==> config.mk <==
export PLATFORM = sky130hd
export DESIGN_NAME = tc_channel
export DESIGN_NICKNAME = d
export VERILOG_FILES = /design/src/rtl/tc_pkg.sv /design/src/rtl/tc_clk_select.sv /design/src/rtl/tc_count_core.sv /design/src/rtl/tc_channel.sv
export SDC_FILE = /design/constraint.sdc
export NUM_CORES = 1
export LEC_CHECK = 0
export ABC_CLOCK_PERIOD_IN_PS = 2680
export BUFFER_PORTS_ARGS = -buffer_cell sky130_fd_sc_hd__buf_2
export CELL_PAD_IN_SITES_DETAIL_PLACEMENT = 0
export CELL_PAD_IN_SITES_GLOBAL_PLACEMENT = 1
export CORE_ASPECT_RATIO = 0.9
export CORE_MARGIN = 2
export CORE_UTILIZATION = 40
export DETAILED_ROUTE_END_ITERATION = 16
export HOLD_SLACK_MARGIN = 0.03
export PLACE_DENSITY_LB_ADDON = 0.1
export SYNTH_ARGS = -nofsm -noshare
export SYNTH_HDL_FRONTEND = slang
export SYNTH_SLANG_ARGS = --single-unit
==> constraint.sdc <==
create_clock -name clk -period 2.68 [get_ports clk]
set_input_delay 0.536 -clock clk [delete_from_list [all_inputs] [get_ports clk]]
set_output_delay 0.536 -clock clk [all_outputs]
set_load 0.02 [all_outputs]
==> src/rtl/tc_pkg.sv <==
// Shared definitions for the timer channel: register addresses and the
// control word layout. Assumes a word-addressed register port.
package tc_pkg;
    typedef enum logic [1:0] {
        REG_CTRL   = 2'd0,
        REG_COUNT  = 2'd1,
        REG_STATUS = 2'd2,
        REG_IMASK  = 2'd3
    } reg_addr_e;

    localparam int SEL_W  = 3;
    localparam int CTRL_W = 6;

    // Control word: bit0 enable, bits3:1 source select, bit4 keep in debug,
    // bit5 trigger request (write-only pulse).
    typedef struct packed {
        logic             trig_req;
        logic             keep_dbg;
        logic [SEL_W-1:0] clk_sel;
        logic             enable;
    } ctrl_t;
endpackage

==> src/rtl/tc_clk_select.sv <==
// Count-source selector. Produces a one-cycle tick from either a free-running
// prescaler (divide by 2, 8, 32, 128 ...) or a synchronized rising edge of an
// external clock. Assumes external clocks are slower than half of clk.
module tc_clk_select #(
    parameter int NUM_EXT  = 3,
    parameter int PS_TAPS  = 4,
    parameter int SEL_W    = 3
) (
    input  logic               clk,
    input  logic               rst_n,
    input  logic [NUM_EXT-1:0] ext_clk,
    input  logic [SEL_W-1:0]   sel,
    output logic               tick
);
    localparam int PS_W = 2 * PS_TAPS - 1;

    logic [PS_W-1:0]    psc_q;
    logic [PS_TAPS-1:0] tap;
    logic [NUM_EXT-1:0] rise;

    // Free-running prescaler counter.
    always_ff @(posedge clk) begin
        if (!rst_n) psc_q <= '0;
        else        psc_q <= psc_q + 1'b1;
    end

    for (genvar i = 0; i < PS_TAPS; i++) begin : g_tap
        assign tap[i] = &psc_q[2*i:0];
    end

    for (genvar e = 0; e < NUM_EXT; e++) begin : g_ext
        logic s1_q, s2_q, s3_q;
        // Two-flop synchronizer plus a history flop for edge detection.
        always_ff @(posedge clk) begin
            if (!rst_n) begin
                s1_q <= 1'b0;
                s2_q <= 1'b0;
                s3_q <= 1'b0;
            end else begin
                s1_q <= ext_clk[e];
                s2_q <= s1_q;
                s3_q <= s2_q;
            end
        end
        assign rise[e] = s2_q & ~s3_q;
    end

    // Route the selected source to the tick output.
    always_comb begin
        tick = 1'b0;
        for (int k = 0; k < PS_TAPS; k++)
            if (int'(sel) == k) tick = tap[k];
        for (int k = 0; k < NUM_EXT; k++)
            if (int'(sel) == PS_TAPS + k) tick = rise[k];
    end

    assert_no_tick_unused_R2: assert property (@(posedge clk) disable iff (!rst_n)
        (int'(sel) >= PS_TAPS + NUM_EXT) |-> !tick);
endmodule

==> src/rtl/tc_count_core.sv <==
// Counter core: advances on step, loads zero on a step while a trigger is
// pending or arriving, and flags wrap-around. Assumes step is a one-cycle enable.
module tc_count_core #(
    parameter int CNT_W = 16
) (
    input  logic             clk,
    input  logic             rst_n,
    input  logic             step,
    input  logic             trig,
    output logic [CNT_W-1:0] count,
    output logic             wrap
);
    logic pend_q;
    logic trig_eff;

    assign trig_eff = pend_q | trig;
    assign wrap     = step & ~trig_eff & (count == {CNT_W{1'b1}});

    // Count register and deferred-trigger memory.
    always_ff @(posedge clk) begin
        if (!rst_n) begin
            count  <= '0;
            pend_q <= 1'b0;
        end else if (step) begin
            count  <= trig_eff ? '0 : count + 1'b1;
            pend_q <= 1'b0;
        end else if (trig) begin
            pend_q <= 1'b1;
        end
    end

    assert_hold_no_step_R8: assert property (@(posedge clk) disable iff (!rst_n)
        !step |=> count == $past(count));
    assert_step_adds_one_R1: assert property (@(posedge clk) disable iff (!rst_n)
        (step && !trig_eff && count != {CNT_W{1'b1}}) |=> count == $past(count) + 1'b1);
    assert_trig_zeroes_R7: assert property (@(posedge clk) disable iff (!rst_n)
        (step && trig_eff) |=> count == '0);
endmodule

==> src/rtl/tc_channel.sv <==
// Timer channel top: control/mask registers, run gating (enable, debug
// freeze), sticky overflow status with clear-on-read, and the level interrupt.
// Assumes CNT_W >= 6 so the control word fits the data bus.
module tc_channel #(
    parameter int CNT_W   = 16,
    parameter int NUM_EXT = 3,
    parameter int PS_TAPS = 4
) (
    input  logic               clk,
    input  logic               rst_n,
    input  logic [NUM_EXT-1:0] ext_clk,
    input  logic               sync_in,
    input  logic               dbg_halt,
    input  logic               wr_en,
    input  logic               rd_en,
    input  logic [1:0]         addr,
    input  logic [CNT_W-1:0]   wdata,
    output logic [CNT_W-1:0]   rdata,
    output logic               irq
);
    import tc_pkg::*;

    ctrl_t            ctrl_q, ctrl_w;
    logic             imask_q;
    logic             ovf_q;
    logic             tick, run, step, trig, wrap;
    logic             rd_status;
    logic [CNT_W-1:0] count;
    logic             unused_wdata;

    assign ctrl_w       = ctrl_t'(wdata[CTRL_W-1:0]);
    assign unused_wdata = ^wdata[CNT_W-1:CTRL_W];
    assign trig         = (wr_en && addr == REG_CTRL && ctrl_w.trig_req) || sync_in;
    assign run          = ctrl_q.enable && (!dbg_halt || ctrl_q.keep_dbg);
    assign step         = tick && run;
    assign rd_status    = rd_en && addr == REG_STATUS;

    tc_clk_select #(.NUM_EXT(NUM_EXT), .PS_TAPS(PS_TAPS), .SEL_W(SEL_W)) u_sel (
        .clk(clk), .rst_n(rst_n), .ext_clk(ext_clk), .sel(ctrl_q.clk_sel), .tick(tick)
    );

    tc_count_core #(.CNT_W(CNT_W)) u_core (
        .clk(clk), .rst_n(rst_n), .step(step), .trig(trig), .count(count), .wrap(wrap)
    );

    // Software-written control and interrupt mask registers.
    always_ff @(posedge clk) begin
        if (!rst_n) begin
            ctrl_q  <= '0;
            imask_q <= 1'b0;
        end else if (wr_en) begin
            if (addr == REG_CTRL) begin
                ctrl_q          <= ctrl_w;
                ctrl_q.trig_req <= 1'b0;
            end
            if (addr == REG_IMASK) imask_q <= wdata[0];
        end
    end

    // Sticky overflow flag; a wrap wins over a same-cycle clearing read.
    always_ff @(posedge clk) begin
        if (!rst_n) ovf_q <= 1'b0;
        else        ovf_q <= wrap | (ovf_q & ~rd_status);
    end

    assign irq = ovf_q & imask_q;

    // Combinational register read mux.
    always_comb begin
        rdata = '0;
        unique case (reg_addr_e'(addr))
            REG_CTRL:   rdata[CTRL_W-1:0] = ctrl_q;
            REG_COUNT:  rdata = count;
            REG_STATUS: rdata[0] = ovf_q;
            REG_IMASK:  rdata[0] = imask_q;
        endcase
    end

    assert_wrap_sets_flag_R4: assert property (@(posedge clk) disable iff (!rst_n)
        $rose(ovf_q) |-> count == '0);
    assert_read_clears_R5: assert property (@(posedge clk) disable iff (!rst_n)
        (rd_status && !wrap) |=> !ovf_q);
    assert_debug_freeze_R9: assert property (@(posedge clk) disable iff (!rst_n)
        (dbg_halt && !ctrl_q.keep_dbg) |=> $stable(count));
    assert_disabled_hold_R8: assert property (@(posedge clk) disable iff (!rst_n)
        !ctrl_q.enable |=> $stable(count));
endmodule

==> out/metrics.csv <==
stage,metric,value,unit
floorplanning,row count,24,
global_routing,vias in the first global route,1621,
floorplanning,die width,78.3,µm
cts,CTS Hold Buffers Added,0,
cts,post-CTS setup buffer count,0,
finish,nets,286,
floorplanning,Die ar.,5550,µm²
finish,# fillers,480,
synth,synth unique cells,42,
floorplanning,Die Ht,70.9,µm
synth,part of the Yosys area used for sequential elements,40.3,%
global_routing,GR Overflow Total,0,
global_routing,initial antenna violation count,0,
power,leakage power,0.933,nW
synth,Synth Warn #,0,
power,Power Dens Cells,587,nW/µm²
cts,CTS sink count,40,
cts,TritonCTS clock tree,yes,
finish,n_diodes,0,
status,run status,"finished, final reports clean",
cts,later-pin clock latency in the skew report,290,ps
floorplanning,Initial Util,41.4,%
finish,area of the multi-input gates,1090,µm²
cts,"Gates resized, CTS repair",0,
global_routing,Total Routing Usage GR,17.2,%
setup_path,Worst EP arrival,2440,ps
setup_path,WP data required,2900,ps
floorplanning,Ports,44,
drt,via count,1684,
power,maximum vdd drop,0.000281,V
worst_hold_path,hold crit path type,flip-flop to flip-flop,
finish,fraction of layout cells with a size suffix above 1,22.3,%
synth,"EDFF count, synth",0,
finish,fin util,49.5,%
cts,H-tree levels,2,
setup_path,Critical Path Source Type,flip-flop,
finish,register area,801,µm²
synth,"Primary FF master, synth",dfxtp_1,
timing,Setup TNS,0,ps
timing,final hold vios,0,
placement,Port Buf Inserts,33,
flow_run,MaxCap Viol Count,0,
synth,Syn Inst Count,223,
synth,post-synthesis cell area,1990,µm²
setup_path,critical path peak fanout,13,
timing,fin crit share,82.9,%
timing,fmax,0.450,GHz
synth,Syn Nets,254,
timing,RSZ-0062 raised after global routing,no,
finish,Syn-to-layout area delta,19.6,%
synth,asr flop ratio synth,0,%
drt,# DRC,0,
placement,DPL Wire Length,3030,µm
cts,CTS buffer count,5,
timing,Final Max Tran Viols,0,
floorplanning,CORE AREA,4800,µm²
timing,Worst Max-Slew Pin Slew,623,ps
drt,Routed WL,4420,µm
global_routing,largest net degree at the start of global routing,34,
setup_path,worst setup path category,flip-flop to flip-flop,
timing,Final Critical Period,2220,ps
placement,Final GP Congestion,0.743,
synth,Avg Inst Size Synth,8.92,µm²
setup_path,critical path endpoint category,flip-flop,
timing,max_slew headroom,58.1,%
cts,"Reg clk slew, reported paths",80,ps
drt,Initial DRT Pass Iterations,4,
drt,initial drt markers,83,
timing,clock skew after layout,8.81,ps
timing,final setup fails,0,
drt,Avg WL per Cell,13.8,µm
cts,Root Driver,clkbuf_8,
drt,vias per inst,5.25,
cts,clk buf depth,2,
global_routing,first-pass GRT wire length,7680,µm
drt,Final ANT Viol Nets,0,
synth,#FFs+latches synth,40,
==> synth_stat cells, types with 2 or more instances <==
cell      count  area, µm²
dfxtp_1      40        801
nor2_1       26       97.6
and2_1       24        150
o311ai_1     13        114
o21ai_1      11       55.1
mux2i_1      10        100
nand3b_1      9       67.6
a21oi_1       8       40.0
clkbuf_1      8       30.0
nand3_1       8       40.0
buf_2         7       35.0
nand2_1       5       18.8
nand4_1       5       31.3
or4_1         5       37.5
ha_1          4       50.1
inv_1         4       15.0
a31oi_1       3       18.8
and3_1        3       18.8
nor4_1        3       18.8
o41ai_1       3       26.3
nor2b_1       2       12.5
o31ai_1       2       15.0
==> area by class of cell <==
type | instances | area share [%]
multi-input cells | 162 | 45.9
repair buffers | 41 | 9.47
clock inverters | 3 | 3.79
well taps | 65 | 3.42
inverters | 5 | 0.789
clock buffers | 5 | 2.89
flip-flops and latches | 40 | 33.7
==> kinds of logic (layout without fill, tap and decap cells) <==
logic type      count (synthesis)  in the layout  share of synthesized area [%]
compound gates                 48             48                           17.6
xor+xnor                        2              2                          0.881
fa+ha+maj                       4              4                           2.52
buf+inv                        21             54                           4.78
flops                          40             40                           40.3
mux                            11             11                           6.17
simple gates                   97             97                           27.8
==> sequential cells by signal (all words and copies together) (netlist names) <==
name              count
u_core.count         16
ovf_q                 1
u_sel.psc_q           7
u_sel.g_ext.s3_q      3
ctrl_q                5
imask_q               1
u_sel.g_ext.s1_q      3
u_core.pend_q         1
u_sel.g_ext.s2_q      3
==> report_power, final <==
part	switching [mW]	internal [mW]
clock	0.216	0.466
sequential	0.00905	0.607
combinational	0.0584	0.0402
==> metal layers <==
| metal | part of all wire [%] | global-route usage, % |
|---|---|---|
| met2 | 43 | 26.0 |
| met1 | 52 | 24.5 |
| met5 | 0 | 0 |
| met3 | 4.0 | 3.83 |
| met4 | 0.95 | 5.65 |
==> critical path: stages (launching register included) <==
cell and delay [ps]:
dfxtp_1 390, ha_1 230, and3_1 170, ha_1 140, mux2i_1 70, o211ai_1 170, a21oi_1 100, buf_4 210
or4_1 520, a21oi_1 150
==> cells in the final DEF (no fill, tap or decap), drive strengths merged, types with 2 or more instances in the layout <==
| master | netlist | routed |
|---|---|---|
| or4 | 5 | 5 |
| nand2 | 5 | 5 |
| inv | 5 | 5 |
| ha | 4 | 4 |
| mux2i | 10 | 10 |
| bufinv | 0 | 3 |
| nand3b | 9 | 9 |
| buf | 8 | 41 |
| o31ai | 2 | 2 |
| nand4 | 5 | 5 |
| and3 | 4 | 4 |
| a21oi | 9 | 9 |
| o41ai | 4 | 4 |
| nand3 | 8 | 8 |
| or3 | 2 | 2 |
| clkbuf | 8 | 5 |
| nor2 | 26 | 26 |
| and2 | 24 | 24 |
| o21ai | 12 | 12 |
| o311ai | 13 | 13 |
| a31oi | 3 | 3 |
| nor4 | 3 | 3 |
| dfxtp | 40 | 40 |
| nor2b | 2 | 2 |
==> path summary, 6_finish.rpt <==
path	slack, ps	to	cells past startpoint	startpoint
worst min register to register	440	u_sel.g_ext[1].s2_q$_SDFF_PN0_	1	u_sel.g_ext[1].s1_q$_SDFF_PN0_
worst max-delay path	460	ovf_q$_SDFF_PN0_	9	u_sel.psc_q[0]$_SDFF_PN0_
worst max register to register	460	ovf_q$_SDFF_PN0_	9	u_sel.psc_q[0]$_SDFF_PN0_
worst min-delay path	440	u_sel.g_ext[1].s2_q$_SDFF_PN0_	1	u_sel.g_ext[1].s1_q$_SDFF_PN0_
==> through the flow <==
stage / power (mW) / area, µm² / setup WS, ps / cells / hold slack (ps)
4_1_cts: 1.41 / 2380 / 452 / 321 / 437
2_1_floorplan: 0.693 / 1990 / 512 / 223 / 412
6_report: 1.40 / 2380 / 459 / 321 / 438
3_3_place_gp: 0.728 / 2220 / 449 / 313 / 416
3_5_place_dp: 0.730 / 2220 / 436 / 313 / 421
5_1_grt: 1.45 / 2380 / 254 / 321 / 441
Power figures use the tool's default switching activity.
